## src/rtl/cbs_pkg.sv

```systemverilog
package cbs_pkg;

    typedef enum logic [2:0] {
        ST_INIT    = 3'd0,
        ST_OSC     = 3'd1,
        ST_WAIT    = 3'd2,
        ST_FETCH_M = 3'd3,
        ST_FETCH_D = 3'd4,
        ST_RUN     = 3'd5,
        ST_PROG    = 3'd6
    } seq_state_e;

    typedef struct packed {
        seq_state_e state;
    } seq_regs_t;

endpackage

```

## src/rtl/cbs_stab_timer.sv

```systemverilog
module cbs_stab_timer #(
    parameter int unsigned WAIT_CYC = 1024
) (
    input  logic clk_i,
    input  logic rst_ni,
    input  logic run_i,
    output logic last_o
);
    localparam int unsigned CNT_W = (WAIT_CYC > 1) ? $clog2(WAIT_CYC) : 1;
    localparam logic [CNT_W-1:0] LAST_CNT = CNT_W'(WAIT_CYC - 1);

    logic [CNT_W-1:0] cnt_d, cnt_q;

    // counts cycles spent in the hold; cleared whenever the hold is not active
    always_comb begin
        cnt_d = '0;
        if (run_i) begin
            cnt_d = CNT_W'(cnt_q + 1'b1);
        end
    end

    always_ff @(posedge clk_i or negedge rst_ni) begin
        if (!rst_ni) begin
            cnt_q <= '0;
        end else begin
            cnt_q <= cnt_d;
        end
    end

    assign last_o = run_i && (cnt_q == LAST_CNT);

endmodule

```

## src/rtl/cbs_cfg_regs.sv

```systemverilog
module cbs_cfg_regs #(
    parameter int unsigned WORD_W = 9
) (
    input  logic              clk_i,
    input  logic              rst_ni,
    input  logic              force_max_i,
    input  logic              ld_mode_i,
    input  logic              ld_div_i,
    input  logic [WORD_W-1:0] data_i,
    output logic [WORD_W-1:0] mode_o,
    output logic [WORD_W-1:0] div_o
);
    // slowest setting: prescaler divide-by-4 without bypass, divisor at its top code
    localparam logic [WORD_W-1:0] SLOW_MODE = '0;
    localparam logic [WORD_W-1:0] SLOW_DIV  = '1;

    typedef struct packed {
        logic [WORD_W-1:0] mode;
        logic [WORD_W-1:0] div;
    } bank_t;

    bank_t bank_d, bank_q;

    always_comb begin
        bank_d = bank_q;
        if (force_max_i) begin
            bank_d.mode = SLOW_MODE;
            bank_d.div  = SLOW_DIV;
        end
        if (ld_mode_i) begin
            bank_d.mode = data_i;
        end
        if (ld_div_i) begin
            bank_d.div = data_i;
        end
    end

    always_ff @(posedge clk_i or negedge rst_ni) begin
        if (!rst_ni) begin
            bank_q <= '0;
        end else begin
            bank_q <= bank_d;
        end
    end

    assign mode_o = bank_q.mode;
    assign div_o  = bank_q.div;

endmodule

```

## src/rtl/cfg_boot_seq.sv

```systemverilog
module cfg_boot_seq
    import cbs_pkg::*;
#(
    parameter int unsigned WAIT_CYC = 1024,
    parameter int unsigned WORD_W   = 9
) (
    input  logic              clk_i,
    input  logic              rst_ni,
    input  logic              pin_i,
    input  logic              nv_ack_i,
    input  logic [WORD_W-1:0] nv_data_i,
    output logic              osc_en_o,
    output logic              nv_req_o,
    output logic              nv_addr_o,
    output logic [WORD_W-1:0] mode_word_o,
    output logic [WORD_W-1:0] div_word_o,
    output logic              out_en_o,
    output logic              prog_mode_o,
    output logic              done_o
);
    seq_regs_t seq_d, seq_q;
    logic      hold_last;
    logic      in_hold;
    logic      force_max;
    logic      ld_mode;
    logic      ld_div;

    assign in_hold   = (seq_q.state == ST_WAIT);
    assign force_max = (seq_q.state == ST_OSC);
    assign ld_mode   = (seq_q.state == ST_FETCH_M) && nv_ack_i;
    assign ld_div    = (seq_q.state == ST_FETCH_D) && nv_ack_i;

    cbs_stab_timer #(
        .WAIT_CYC(WAIT_CYC)
    ) timer_i (
        .clk_i  (clk_i),
        .rst_ni (rst_ni),
        .run_i  (in_hold),
        .last_o (hold_last)
    );

    cbs_cfg_regs #(
        .WORD_W(WORD_W)
    ) regs_i (
        .clk_i       (clk_i),
        .rst_ni      (rst_ni),
        .force_max_i (force_max),
        .ld_mode_i   (ld_mode),
        .ld_div_i    (ld_div),
        .data_i      (nv_data_i),
        .mode_o      (mode_word_o),
        .div_o       (div_word_o)
    );

    // boot order: init, oscillator on, park at slowest, hold, sample pin, fetch, run
    always_comb begin
        seq_d = seq_q;
        unique case (seq_q.state)
            ST_INIT:    seq_d.state = ST_OSC;
            ST_OSC:     seq_d.state = ST_WAIT;
            ST_WAIT: begin
                if (hold_last) begin
                    seq_d.state = pin_i ? ST_PROG : ST_FETCH_M;
                end
            end
            ST_FETCH_M: begin
                if (nv_ack_i) begin
                    seq_d.state = ST_FETCH_D;
                end
            end
            ST_FETCH_D: begin
                if (nv_ack_i) begin
                    seq_d.state = ST_RUN;
                end
            end
            ST_RUN:     seq_d.state = ST_RUN;
            ST_PROG:    seq_d.state = ST_PROG;
            default:    seq_d.state = ST_INIT;
        endcase
    end

    always_ff @(posedge clk_i or negedge rst_ni) begin
        if (!rst_ni) begin
            seq_q <= '{state: ST_INIT};
        end else begin
            seq_q <= seq_d;
        end
    end

    assign osc_en_o    = (seq_q.state != ST_INIT);
    assign nv_req_o    = (seq_q.state == ST_FETCH_M) || (seq_q.state == ST_FETCH_D);
    assign nv_addr_o   = (seq_q.state == ST_FETCH_D);
    assign out_en_o    = (seq_q.state == ST_RUN);
    assign done_o      = (seq_q.state == ST_RUN);
    assign prog_mode_o = (seq_q.state == ST_PROG);

endmodule

```

## config.mk

```make
export PLATFORM = sky130hd
export DESIGN_NAME = cfg_boot_seq
export DESIGN_NICKNAME = d
export VERILOG_FILES = /design/src/rtl/cbs_pkg.sv /design/src/rtl/cbs_stab_timer.sv /design/src/rtl/cbs_cfg_regs.sv /design/src/rtl/cfg_boot_seq.sv
export SDC_FILE = /design/constraint.sdc
export NUM_CORES = 1
export LEC_CHECK = 0
export ABC_AREA = 1
export BUFFER_PORTS_ARGS = -buffer_cell sky130_fd_sc_hd__buf_2
export CAP_MARGIN = 20
export CELL_PAD_IN_SITES_DETAIL_PLACEMENT = 1
export CELL_PAD_IN_SITES_GLOBAL_PLACEMENT = 1
export CORE_MARGIN = 2
export CORE_UTILIZATION = 35
export CTS_CLUSTER_DIAMETER = 200
export DETAILED_ROUTE_END_ITERATION = 10
export GPL_ROUTABILITY_DRIVEN = 0
export PLACE_DENSITY = 0.69
export SYNTH_ARGS = -nofsm -noshare
export SYNTH_HDL_FRONTEND = slang
export SYNTH_SLANG_ARGS = --single-unit
```

## constraint.sdc

```tcl
create_clock -name clk_i -period 1.4 [get_ports clk_i]
set_input_delay 0 -clock clk_i [delete_from_list [all_inputs] [get_ports clk_i]]
set_output_delay 0 -clock clk_i [all_outputs]
set_load 0.05 [all_outputs]
```

After elaboration in Yosys (flattened, before gate mapping)
Cells that the tools add are included.

word-level totals
  memories = 0
  input bits = 13
  word-level logic and storage cells = 33
  latch bits = 0
  output and inout port bits = 24
  memory bits (writable) = 0
  register bits after elaboration = 31
  ROM bits = 0

operators by class
  shifts and indexed selects = 0
  divide/modulo/power cells = 0
  add/sub/neg operators = 1
  equality and inequality tests = 10
  multiplexer cells = 9
  $lt $le $gt $ge = 0
  multipliers = 0
  reduce and logical (&&, ||, !) cells = 9
  bitwise gates (word level) = 0

operators with widths
  kind                                                             count
  3-bit one-hot mux with 7 select lines                            1
  18-bit two-way mux                                               1
  9-bit two-way mux                                                2
  3-bit two-way mux                                                4
  10-bit by 1-bit adder with 10-bit output, second input constant  1
  10-bit == test, second input constant                            1
  10-bit two-way mux                                               1
  3-bit == test, second input constant                             3
  3-bit by 2-bit == test with 1-bit output, second input constant  2
  2-bit inequality test, second input constant                     3
  2-bit nonzero test                                               2
  3-bit by 1-bit == test with 1-bit output, second input constant  1
  1-bit logical AND                                                3
  3-bit zero test                                                  1
  3-bit AND reduction                                              1
  3-bit nonzero test                                               1
  1-bit logical OR                                                 1

Depth between registers and ports, before layout
  depth in word-level cells = 4
  depth in mapped cells = 8
  mapped depth without buffers = 7

By module
A second synthesis with hierarchy kept.

second synthesis, totals
  cell total of the unflattened synthesis = 202
  area, all modules = 1,537.7 sq um

modules (own cells, without submodules)
  module          sequential area each (sq um)  cells each  area an instance (sq um)  times used
  cbs_cfg_regs    450.4                         97          779.5                     1
  cbs_stab_timer  250.2                         60          485.5                     1
  cfg_boot_seq    75.1                          45          272.8                     1

Worst setup path after synthesis
Ideal clock, no wire load.

  path type = register -> output
  start = reg seq_q[2] in the netlist's numbering
  end = out out_en_o
  data arrival time = 2,065 ps
  stages on the path, launching flop included = 4
  path buffers = 1
  slack = -665 ps
  cell sequence = dfrtp_1 -> inv_1 -> nor3_1 -> buf_4

between the ends
  cells in the longest elaborated chain, start to end = 1

ends and longest elaborated chain
  item                    RTL line            text
  start, declared         cfg_boot_seq.sv:21  seq_regs_t seq_d, seq_q;
  start signal, assigned  cfg_boot_seq.sv:84  seq_q <= '{state: ST_INIT};
  start signal, assigned  cfg_boot_seq.sv:86  seq_q <= seq_d;
  3-bit == test           --
  end, declared           cfg_boot_seq.sv:17  output logic out_en_o,

Every way passes these cells.

Final worst setup path
  start = reg seq_q[0] in the netlist's numbering
  end = out prog_mode_o

between the ends
  cells in the longest elaborated chain, start to end = 1

ends and longest elaborated chain
  item           RTL line            text
  3-bit == test  cfg_boot_seq.sv:95  assign prog_mode_o = (seq_q.state == ST_PROG);
  end, declared  cfg_boot_seq.sv:18  output logic prog_mode_o,

Every way passes these cells.

==> metrics.txt <==
Critical Path AT 1.33 ns; initial DRC count 25; Max Slew Vio Count 0; number of clock sinks 31; residual DRC count 0; final core utilization 48.6%; Hold Slack 0.0748 ns; DR vias/cell 4.52; WS Path Type flop to output pin; most frequent cells in the layout 32 x buf_2, 29 x dfrtp_1, 28 x nor2_1; total of max-cap violations 0; commonest non-fill, non-tap cell in the layout buf_2; Tmin final 1.33 ns; period utilization 94.9%; status complete, no violations; CP bufs+invs 3; Crit Path Max Fanout 4; IO Port Bufs 36; Peak supply drop 1.15 mV; Ant. Diodes 0; P&R area growth vs syn 33.3%; slowest stage cell, crit path dfrtp_1; Post-Syn Nets 196; required time at the worst-slack endpoint 1.40 ns; Achievable Freq 753 MHz; clk_lat worst skew 0.29 ns; CTS buffer count 5; startpoint types flop; CTS root buf clkbuf_8; share of cells above drive strength 1 40.9%; Die W 71.4 um; post-route ant nets 0; Synth Warn # 0; CORE AREA 0.00435 mm^2; Final Hold Viols 0; first-pass GRT wire length 6.56 mm; die area 0.00509 mm^2; Slew @ Worst Pin 0.405 ns; I/O pin count 37; pwr dens 2480 mW/mm^2; Hold WC Path Type input port to flop; syn_area_per_cell 8.72 um^2; final instance area 0.00212 mm^2; Post-Syn Instances 182; Post-Route WL 3.82 mm; vias 1328; antenna violations before repair 0; die height 71.4 um; Worst path max stage delay 0.41 ns; clock skew 0.0123 ns; WL/cell 13.0 um; worst path cell trace inv_2, nand2_2, buf_4, nor2_1, buf_6; cells on worst reg2reg path 5; Initial Utilization 36.5%; number of detailed-route iterations in the first pass 4; clock slew at reported path FFs 0.07 ns; largest net degree at the start of global routing 32; Seq/Total Area, Yosys 48.9%; vias in the first global route 1412; HPWL after detailed placement 2.66 mm; Critical Path Stages 5; cell depth of the worst hold path 4; Total GRT Usage 16.6%; Unique masters post-synth 23; Final #Nets 255; H-tree Lvls 2; leak pwr 1.03 nW; Setup Viol. Count Final 0; Synth Cell Area 0.00159 mm^2; total grt overflow 0; flops & latches, synth 31; clock buffer depth 2; critical path capture point type output pin; Top delay family on crit path buffers and inverters; Slew HR 73.0%; Post-DP Area 0.00185 mm^2; CTS tree done; Core Rows 24
-- Yosys cell counts --
master    number  share of area [%]
o21ai_2        9                5.0
a21oi_1        6                1.9
ha_1           1               0.79
inv_2          2               0.47
nand3_1       19                6.0
nand2_1       27                6.4
inv_1         20                4.7
nor2_2        19                7.5
buf_4          1               0.47
xnor2_1        1               0.55
nor3_1         2               0.63
clkinv_2       1               0.31
nand2_8        1                1.3
nor2_4         2                1.4
nand2_4        2                1.4
nand3_4        1                1.1
nand2_2        2               0.79
nand3b_1       1               0.47
buf_6          3                2.1
o21ai_0        2               0.63
nand3_2        1               0.63
dfrtp_1       31                 49
nor2_1        28                6.6
-- worst min-delay path, cell delays in order --
cell,delay (ns)
buf_2,0.15
inv_1,0.08
nand2_1,0.05
nand2_1,0.05
-- flip-flops by register name, summed over array words and instances (netlist names) --
name	cells
timer_i.cnt_q	10
regs_i.div_o	9
regs_i.mode_o	9
seq_q	3
-- stage by stage --
step	TNS, ns	setup WS, ns	total power, mW	cells
detailed placement	0	0.0906	4.23	272
global route	-0.00346	-0.00346	5.59	294
floorplan	0	0.0347	3.61	182
finish	0	0.0716	5.25	294
global placement	0	0.0959	4.20	272
CTS	-0.0210	-0.0210	5.22	290
-- cell families after synthesis --
family	after synthesis	share of synthesized area, %
compound gates	17	7.49
simple gates	105	34.2
buf+inv	27	8.12
fa+ha+maj	1	0.788
flops	31	48.9
xor+xnor	1	0.552
-- final timing paths --
check,from,endpoint,slack [ns]
setup / recovery,seq_q[0],prog_mode_o,0.07
hold / removal,nv_ack_i,seq_q[2],0.07
setup reg to reg,seq_q[0],regs_i.mode_o[2],0.10
hold reg to reg,regs_i.div_o[4],regs_i.div_o[4],0.51
max in group asynchronous,rst_ni,seq_q[1],0.82
min in group asynchronous,rst_ni,regs_i.div_o[3],0.25
-- final cells by class --
type / instances / area [um^2]
fill: 542 / 2240
clock buffer: 6 / 82.6
multi-input combinational: 124 / 699
inverter: 23 / 87.6
sequential: 31 / 778
clock inverter: 2 / 35.0
tap: 52 / 65.1
timing repair buffer: 56 / 369
-- per-layer routing --
layer  global-route usage, %  up-vias  wire length (um)
met4                    6.92        0                57
met1                    21.8      612              1770
met5                       0        -                 0
met2                    26.6       26              1840
met3                    3.52        5               143
li1                        -      685                 -
-- power breakdown --
group | switching (mW) | internal [mW]
logic | 2.07 | 0.815
clock network | 0.349 | 0.576
registers | 0.237 | 1.21
total | 2.66 | 2.60
-- repair_timing --
action,in CTS,in global routing
gates resized for setup,4,4
endpoints found under the setup margin,4,8
hold endpoints to repair,49,0
setup buffers,0,4
hold buffers,10,0
pin swaps,0,2
(Power assumes the default switching activity.)
